**src/rtl/dtb_pkg.sv**
```systemverilog
package dtb_pkg;
    typedef enum logic [2:0] {
        ST_IDLE  = 3'd0,
        ST_ASK   = 3'd1,
        ST_SEIZE = 3'd2,
        ST_HOLD  = 3'd3,
        ST_DRAIN = 3'd4,
        ST_TAIL  = 3'd5
    } arb_state_t;
endpackage

```
**src/rtl/dtb_arb_fsm.sv**
```systemverilog
module dtb_arb_fsm
    import dtb_pkg::*;
#(
    parameter int NUM_LEVELS = 4,
    localparam int LVL_W = $clog2(NUM_LEVELS)
) (
    input  logic                  clk,
    input  logic                  rst_n,
    input  logic [LVL_W-1:0]      cfg_level,
    input  logic                  cfg_ror,
    input  logic                  dma_req,
    input  logic                  ds_active,
    input  logic [NUM_LEVELS-1:0] br_in,
    input  logic [NUM_LEVELS-1:0] bg_in,
    output arb_state_t            state,
    output logic [LVL_W-1:0]      lvl_q
);
    arb_state_t state_nx;
    logic       release_now;

    // Release condition: engine done, or (optional policy) a foreign request.
    always_comb begin
        release_now = !dma_req || (cfg_ror && (|br_in));
    end

    always_comb begin
        state_nx = state;
        unique case (state)
            ST_IDLE:  if (dma_req) state_nx = ST_ASK;
            ST_ASK:   if (bg_in[lvl_q]) state_nx = ST_SEIZE;
            ST_SEIZE: state_nx = ST_HOLD;
            ST_HOLD:  if (release_now) state_nx = ds_active ? ST_DRAIN : ST_TAIL;
            ST_DRAIN: if (!ds_active) state_nx = ST_TAIL;
            ST_TAIL:  state_nx = ST_IDLE;
            default:  state_nx = ST_IDLE;
        endcase
    end

    always_ff @(posedge clk) begin
        if (!rst_n) begin
            state <= ST_IDLE;
            lvl_q <= '0;
        end else begin
            state <= state_nx;
            if (state == ST_IDLE && dma_req) lvl_q <= cfg_level;
        end
    end
endmodule

```
**src/rtl/dtb_out_decode.sv**
```systemverilog
module dtb_out_decode
    import dtb_pkg::*;
#(
    parameter int NUM_LEVELS = 4,
    localparam int LVL_W = $clog2(NUM_LEVELS)
) (
    input  arb_state_t            state,
    input  logic [LVL_W-1:0]      lvl_q,
    output logic [NUM_LEVELS-1:0] br_out,
    output logic                  bbsy_out,
    output logic                  bus_owned
);
    logic asking;

    always_comb begin
        asking    = 1'b0;
        bbsy_out  = 1'b0;
        bus_owned = 1'b0;
        unique case (state)
            ST_IDLE:  ;
            ST_ASK:   asking = 1'b1;
            ST_SEIZE: begin asking = 1'b1; bbsy_out = 1'b1; end
            ST_HOLD:  begin bbsy_out = 1'b1; bus_owned = 1'b1; end
            ST_DRAIN: bbsy_out = 1'b1;
            ST_TAIL:  bbsy_out = 1'b1;
            default:  ;
        endcase
    end

    for (genvar i = 0; i < NUM_LEVELS; i++) begin : g_br
        assign br_out[i] = asking && (lvl_q == LVL_W'(i));
    end
endmodule

```
**src/rtl/dtb_grant_chain.sv**
```systemverilog
module dtb_grant_chain #(
    parameter int NUM_LEVELS = 4,
    localparam int LVL_W = $clog2(NUM_LEVELS)
) (
    input  logic                  idle,
    input  logic [LVL_W-1:0]      cfg_level,
    input  logic [LVL_W-1:0]      lvl_q,
    input  logic [NUM_LEVELS-1:0] bg_in,
    output logic [NUM_LEVELS-1:0] bg_out
);
    logic [LVL_W-1:0] lvl_eff;

    // While idle the live selection applies; otherwise the latched one.
    assign lvl_eff = idle ? cfg_level : lvl_q;

    for (genvar i = 0; i < NUM_LEVELS; i++) begin : g_pass
        assign bg_out[i] = bg_in[i] && (idle || (lvl_eff != LVL_W'(i)));
    end
endmodule

```
**src/rtl/dtb_requester.sv**
```systemverilog
module dtb_requester
    import dtb_pkg::*;
#(
    parameter int NUM_LEVELS = 4,
    localparam int LVL_W = $clog2(NUM_LEVELS)
) (
    input  logic                  clk,
    input  logic                  rst_n,
    input  logic [LVL_W-1:0]      cfg_level,
    input  logic                  cfg_ror,
    input  logic                  dma_req,
    input  logic                  ds_active,
    input  logic [NUM_LEVELS-1:0] br_in,
    input  logic [NUM_LEVELS-1:0] bg_in,
    output logic [NUM_LEVELS-1:0] br_out,
    output logic [NUM_LEVELS-1:0] bg_out,
    output logic                  bbsy_out,
    output logic                  bus_owned
);
    arb_state_t       state;
    logic [LVL_W-1:0] lvl_q;

    dtb_arb_fsm #(.NUM_LEVELS(NUM_LEVELS)) u_fsm (
        .clk(clk), .rst_n(rst_n), .cfg_level(cfg_level), .cfg_ror(cfg_ror),
        .dma_req(dma_req), .ds_active(ds_active), .br_in(br_in), .bg_in(bg_in),
        .state(state), .lvl_q(lvl_q)
    );

    dtb_out_decode #(.NUM_LEVELS(NUM_LEVELS)) u_dec (
        .state(state), .lvl_q(lvl_q),
        .br_out(br_out), .bbsy_out(bbsy_out), .bus_owned(bus_owned)
    );

    dtb_grant_chain #(.NUM_LEVELS(NUM_LEVELS)) u_chain (
        .idle(state == ST_IDLE), .cfg_level(cfg_level), .lvl_q(lvl_q),
        .bg_in(bg_in), .bg_out(bg_out)
    );

    assert_br_onehot_R2: assert property (@(posedge clk) disable iff (!rst_n)
        $onehot0(br_out));

    assert_seize_on_grant_R3: assert property (@(posedge clk) disable iff (!rst_n)
        ((|br_out) && !bbsy_out && (|(bg_in & br_out))) |=> bbsy_out);

    assert_br_dropped_R3: assert property (@(posedge clk) disable iff (!rst_n)
        (bbsy_out && $past(bbsy_out)) |-> (br_out == '0));

    assert_owned_busy_R3: assert property (@(posedge clk) disable iff (!rst_n)
        bus_owned |-> (bbsy_out && (br_out == '0)));

    assert_grant_blocked_R4: assert property (@(posedge clk) disable iff (!rst_n)
        (|br_out) |-> ((bg_out & br_out) == '0));

    assert_keep_when_busy_R6: assert property (@(posedge clk) disable iff (!rst_n)
        (bus_owned && dma_req && !cfg_ror) |=> bus_owned);

    assert_yield_on_request_R7: assert property (@(posedge clk) disable iff (!rst_n)
        (bus_owned && cfg_ror && (|br_in)) |=> (!bus_owned && bbsy_out));

    assert_busy_after_strobe_R8: assert property (@(posedge clk) disable iff (!rst_n)
        ($fell(ds_active) && bbsy_out) |=> bbsy_out);

    assert_level_stable_R9: assert property (@(posedge clk) disable iff (!rst_n)
        ((|br_out) && $past(|br_out)) |-> $stable(br_out));
endmodule

```
**config.mk**
```make
export PLATFORM = sky130hd
export DESIGN_NAME = dtb_requester
export DESIGN_NICKNAME = d
export VERILOG_FILES = /design/src/rtl/dtb_pkg.sv /design/src/rtl/dtb_arb_fsm.sv /design/src/rtl/dtb_out_decode.sv /design/src/rtl/dtb_grant_chain.sv /design/src/rtl/dtb_requester.sv
export SDC_FILE = /design/constraint.sdc
export NUM_CORES = 1
export LEC_CHECK = 0
export ABC_AREA = 1
export BUFFER_PORTS_ARGS = -buffer_cell sky130_fd_sc_hd__buf_2
export CAP_MARGIN = 0
export CORE_MARGIN = 10
export CORE_UTILIZATION = 35
export DETAILED_ROUTE_END_ITERATION = 8
export PLACE_DENSITY_LB_ADDON = 0.25
export SYNTH_ARGS = -nofsm -noshare
export SYNTH_HDL_FRONTEND = slang
export SYNTH_HIERARCHICAL = 1
export SYNTH_SLANG_ARGS = --single-unit
export TNS_END_PERCENT = 10
```
**constraint.sdc**
```tcl
create_clock -name clk -period 1.3 [get_ports clk]
set_clock_uncertainty 0.15 [all_clocks]
set_input_delay 0.195 -clock clk [delete_from_list [all_inputs] [get_ports clk]]
set_output_delay 0.195 -clock clk [all_outputs]
set_load 0.02 [all_outputs]
```
After elaboration in Yosys (flattened, before gate mapping)
Cells that the tools add are included.
{ "op_classes": {"order_cmp": 1, "n_eq_ne": 15, "mux": 12, "n_reduce_logical": 23} }
{ "op_table": {"columns": ["cell", "count"], "rows": [
  ["case mux 3 bit (5 select lines)", 1],
  ["two-way mux 3 bit", 4],
  ["inequality test 2 bit (second input constant)", 6],
  ["logical AND 1 bit", 10],
  ["OR reduction 4 bit", 2],
  ["equality test 3 x 2 -> 1 bit (second input constant)", 2],
  ["equality test 3 bit (second input constant)", 2],
  ["logical OR 1 bit", 5],
  ["two-way mux 1 bit", 5],
  ["equality test 2 bit (second input constant)", 2],
  ["AND reduction 4 bit", 1],
  ["equality test 3 x 1 -> 1 bit (second input constant)", 1],
  ["logical NOT 3 bit", 1],
  ["< comparator 2 x 3 -> 1 bit (second input constant)", 1],
  ["binary-select mux 1 bit (select 2 bit)", 1],
  ["equality test 2 x 1 -> 1 bit (second input constant)", 1],
  ["logical NOT 2 bit", 1],
  ["two-way mux 2 bit", 1],
  ["inequality test 2 x 1 -> 1 bit (second input constant)", 1],
  ["nonzero test 2 bit", 1],
  ["OR reduction 2 bit", 1],
  ["logical NOT 1 bit", 1]
]} }
{ "totals": {"ff_bits": 5, "out_inout_bits": 10, "wordCells": 53} }

Depth between registers and ports, before layout
{ "depth": {"depth_word": 5, "ltp_mapped": 9} }

Cells and area by module
The synthesis kept the hierarchy.
{ "modules_own_cells": {"columns": ["mod", "n_inst", "cells_each", "area_each_um2"], "rows": [
  ["dtb_arb_fsm", 1, 59, 341.6],
  ["dtb_out_decode", 1, 21, 91.3],
  ["dtb_grant_chain", 1, 14, 60.1],
  ["dtb_requester", 1, 4, 17.5]
]} }

Least setup slack after synthesis
Ideal clock, no wire load.
{ "synth_timing": {"path_kind": "register -> output", "from": "register u_fsm.state[1]", "to": "output bg_out[0]", "t_arrival_ns": 0.963, "required_time_ns": 0.955, "setup_slack_ns": -0.008, "path_stages_with_launch": 6, "path_buffers": 0, "path_cell_list": "dfxtp_1 -> inv_1 -> nand2_1 -> nor2_2 -> inv_1 -> a21boi_1"} }
{ "synth_between": {"elab_chain_len": 5} }
{ "synth_rtl": {"columns": ["item", "line", "rtl"], "rows": [
  ["start, declared", "dtb_arb_fsm.sv:15", "output arb_state_t state,"],
  ["start signal, assigned", "dtb_arb_fsm.sv:44", "state <= state_nx;"],
  ["logical NOT 3 bit (*)", "dtb_requester.sv:35", ".idle(state == ST_IDLE), .cfg_level(cfg_level), .lvl_q(lvl_q),"],
  ["two-way mux 2 bit", "dtb_grant_chain.sv:14", "assign lvl_eff = idle ? cfg_level : lvl_q;"],
  ["nonzero test 2 bit", "dtb_grant_chain.sv:17", "assign bg_out[i] = bg_in[i] && (idle || (lvl_eff != LVL_W'(i)));"],
  ["logical OR 1 bit (*)", "dtb_grant_chain.sv:17", null],
  ["logical AND 1 bit (*)", "dtb_grant_chain.sv:17", null],
  ["end, declared", "dtb_requester.sv:16", "output logic [NUM_LEVELS-1:0] bg_out,"]
]} }
Every way passes the cells marked *; elsewhere a longest branch is shown, timed or not.

Final worst setup path
{ "layout_timing": {"from": "register u_fsm.state[1]", "to": "output br_out[1]"} }
{ "layout_between": {"elab_chain_len": 4} }
{ "layout_rtl": {"columns": ["item", "line", "rtl"], "rows": [
  ["equality test 3 x 1 -> 1 bit / equality test 3 x 2 -> 1 bit (equally long branches)", "dtb_out_decode.sv:19", "unique case (state)"],
  ["OR reduction 2 bit (no line) (*)", null, null],
  ["two-way mux 1 bit (*)", "dtb_out_decode.sv:19", null],
  ["logical AND 1 bit (*)", "dtb_out_decode.sv:31", "assign br_out[i] = asking && (lvl_q == LVL_W'(i));"],
  ["end, declared", "dtb_requester.sv:15", "output logic [NUM_LEVELS-1:0] br_out,"]
]} }
Marks and branches as above.

==> impl_metrics.env <==
export IMPL_status="finished, violations left"
export IMPL_violations="setup timing"
export IMPL_cts_buffers=3
export IMPL_ys_seq_elements=5
export IMPL_die_w_um=58.19
export IMPL_worst_pin_slew_ps=180.2
export IMPL_clock_tree_root_cell="clkbuf_4"
export IMPL_finalSetupTns_ps=-1994
export IMPL_grt_usage_pct=9.075
export IMPL_wirelength_mm=1.564
export IMPL_syn_nets=113
export IMPL_clock_power_share_pct=10.4
export IMPL_synthXorXnorAreaFrac_pct=0
export IMPL_grt_max_degree=7
export IMPL_hp_start="rst_n"
export IMPL_path_class="register to output port"
export IMPL_yosysMostFrequentCell="inv_1"
export IMPL_reg2reg_from="u_fsm/state[0]"
export IMPL_die_y_um=58.19
export IMPL_reg2regPathDepth=9
export IMPL_synthMuxAreaShare_pct=0
export IMPL_rsz0062_at_grt="true"
export IMPL_synth_top_cell_area_share_pct=19.61
export IMPL_pre_cts_ws_ps=-60.40
export IMPL_swShare_pct=48.58
export IMPL_grt_pass1_wl_mm=2.546
export IMPL_hp_class="input port to register"
export IMPL_ios=25
export IMPL_ir_drop_mv=1.080
export IMPL_drc=0
export IMPL_cts_tree="built"
export IMPL_port_buffers=24
export IMPL_yosysWarningCount=6
export IMPL_first_pass_iters=4
export IMPL_synth_cell_types=14
export IMPL_min_period_ps=1539
export IMPL_power_switching_uw=897.4
export IMPL_fmax_mhz=649.7
export IMPL_place_gp_congestion=0.8235
export IMPL_endpoint_kind="output port"
export IMPL_share_comb_of_total_power_pct=73.1
export IMPL_clk_latency_ps=250
export IMPL_synthArstFlopShare_pct=0
export IMPL_path_max_fanout=4
export IMPL_arrival_ps=1190
export IMPL_area_growth_pct=73.77
export IMPL_synth_simple_area_share_pct=51.23
export IMPL_synth_top_family_by_area="simple AND/OR/NAND/NOR gates"
export IMPL_antennaDiodeCount=0
export IMPL_relSlewSlack_pct=87.86
export IMPL_setup_viol=12
export IMPL_wire_per_inst_um=10.29
export IMPL_synthCells=98
export IMPL_yosys_area_share_adder_pct=0
export IMPL_hold_depth=3
export IMPL_clock_sinks=5
export IMPL_synthesis_area_sq_um=510.5
export IMPL_whs_endpoint="u_fsm/state[2]"
export IMPL_stdcell_area_sq_um=887.1
export IMPL_overflow=0
export IMPL_reg2reg_slack_ps=-50
export IMPL_ys_flop_type="dfxtp_1"
export IMPL_postLayoutCoreUtil_pct=66.51
export IMPL_clkTransAtPathRegs_ps=50
export IMPL_start_kind="register"
export IMPL_initial_core_util_pct=38.27
export IMPL_synth_compound_area_share_pct=9.314
export IMPL_finalNetCount=153
export IMPL_coreArea_sq_um=1334
export IMPL_leakage_nw=0.4916
export IMPL_crit_required_ps=950
export IMPL_timing_rr_end="u_fsm/state[2]"
export IMPL_ys_seq_area_share_pct=19.61
export IMPL_power_density_nw_per_um2=2082
export IMPL_synth_edf_count=0
export IMPL_dpl_hpwl_mm=1.174
export IMPL_synth_area_leaders="dfxtp_1 (20%), inv_1 (17%), nand2_1 (16%), nand3_1 (11%), nor2_1 (9.6%)"
export IMPL_rows=13
export IMPL_drt_iter0_markers=14
export IMPL_seq_power_share_pct=16.5
export IMPL_dieArea_sq_um=3386
export IMPL_dpl_cell_area_sq_um=720.7
export IMPL_vias=686
export IMPL_avgSynthCellArea_sq_um=5.209
export IMPL_drv_cap=0
export IMPL_fin_ws_ps=-239.1
export IMPL_synth_common_cells="inv_1 (23), nand2_1 (22), nor2_1 (13), nand3_1 (11)"
export IMPL_htree_levels=1
export IMPL_hold_violations=0
export IMPL_clk_path_buf_depth=2
export IMPL_finalMaxSlewViolations=0
export IMPL_antenna_found_initial=0
export IMPL_grt_pass1_vias=641
export IMPL_drive_gt1_share_pct=51.82
export IMPL_antenna_left=0
export IMPL_yosysTopAreaCell="dfxtp_1"
export IMPL_internal_power_uw=949.7
export IMPL_via_per_inst=4.513
export IMPL_finalCritPeriodShare_pct=118.4
-- registers in the layout, summed over array words and instances, names as in the netlist --
register	count
u_fsm/lvl_q	2
u_fsm/state	3
-- area by class of cell --
cell class	instances	area, sq um
fillers	127	446.7
multi-input cells	66	365.4
repair buffers	35	265.3
flip-flops and latches	5	110.1
inverters	27	101.3
clock buffers	4	26.28
well taps	15	18.77
-- metal layers --
metal / track usage, % / up-vias / wire length, um
met3: 3.704 / 2 / 109
li1: - / 373 / -
met1: 9.507 / 286 / 648
met4: 3.020 / 0 / 8
met5: 0 / - / 0
met2: 15.95 / 25 / 798
-- worst max-delay path by stage --
stage,startpoint,end,slack [ps],cells past startpoint
after global placement,u_fsm/state[2],u_fsm/state[2],-30,7
after detailed placement,u_fsm/state[0],bg_out[2],-60,8
after global routing,u_fsm/state[1],br_out[1],-310,5
after CTS,u_fsm/state[1],br_out[2],-210,6
after floorplan,u_fsm/state[1],u_fsm/state[2],20,7
final,u_fsm/state[1],br_out[1],-240,5
-- placed cells by master (no fill, tap or decap), types with 3 or more instances in the layout --
cell	instances
nand2_1	20
inv_1	17
buf_2	14
buf_4	11
nor2_1	11
inv_2	10
buf_6	10
nand3_2	6
nand3_1	6
nand2_2	5
nor2_2	4
o21ai_0	4
clkbuf_4	3
a21oi_1	3
-- critical path, cell delays in order, from the launching register on --
cell	delay, ps
dfxtp_4	350
buf_6	120
nand2_1	100
nand3_4	100
nor2_1	120
buf_4	150
-- kinds of logic (layout without fill, tap and decap cells) --
kind of cell	count (synthesis)	in the layout
AOI/OAI and AO/OA	9	9
DFF	5	5
buffers and inverters	27	66
and+or+nand+nor	57	57
-- per-stage QoR --
stage	cells	hold slack, ps	total power, mW
floorplan	98	166.3	0.9793
global placement	146	309.7	1.308
detailed placement	146	314.9	1.328
CTS	152	40.38	1.718
global route	152	56.05	2.015
finish	152	41.02	1.847
-- power groups by stage --
| stage | clock network [mW] | registers (mW) | logic [mW] |
|---|---|---|---|
| after floorplan | 0 | 0.315 | 0.664 |
| after global placement | 0 | 0.294 | 1.01 |
| after detailed placement | 0 | 0.296 | 1.03 |
| after CTS | 0.197 | 0.299 | 1.22 |
| after global routing | 0.208 | 0.311 | 1.50 |
| final | 0.193 | 0.305 | 1.35 |
-- timing repair --
action | in CTS | in global routing
resized for setup | 29 | 16
hold buffers | 0 | 0
pin swaps | 4 | 5
setup endpoints to repair | 12 | 15
buffers inserted | 2 | 0
Note: power is estimated with default switching activity, not from simulation.
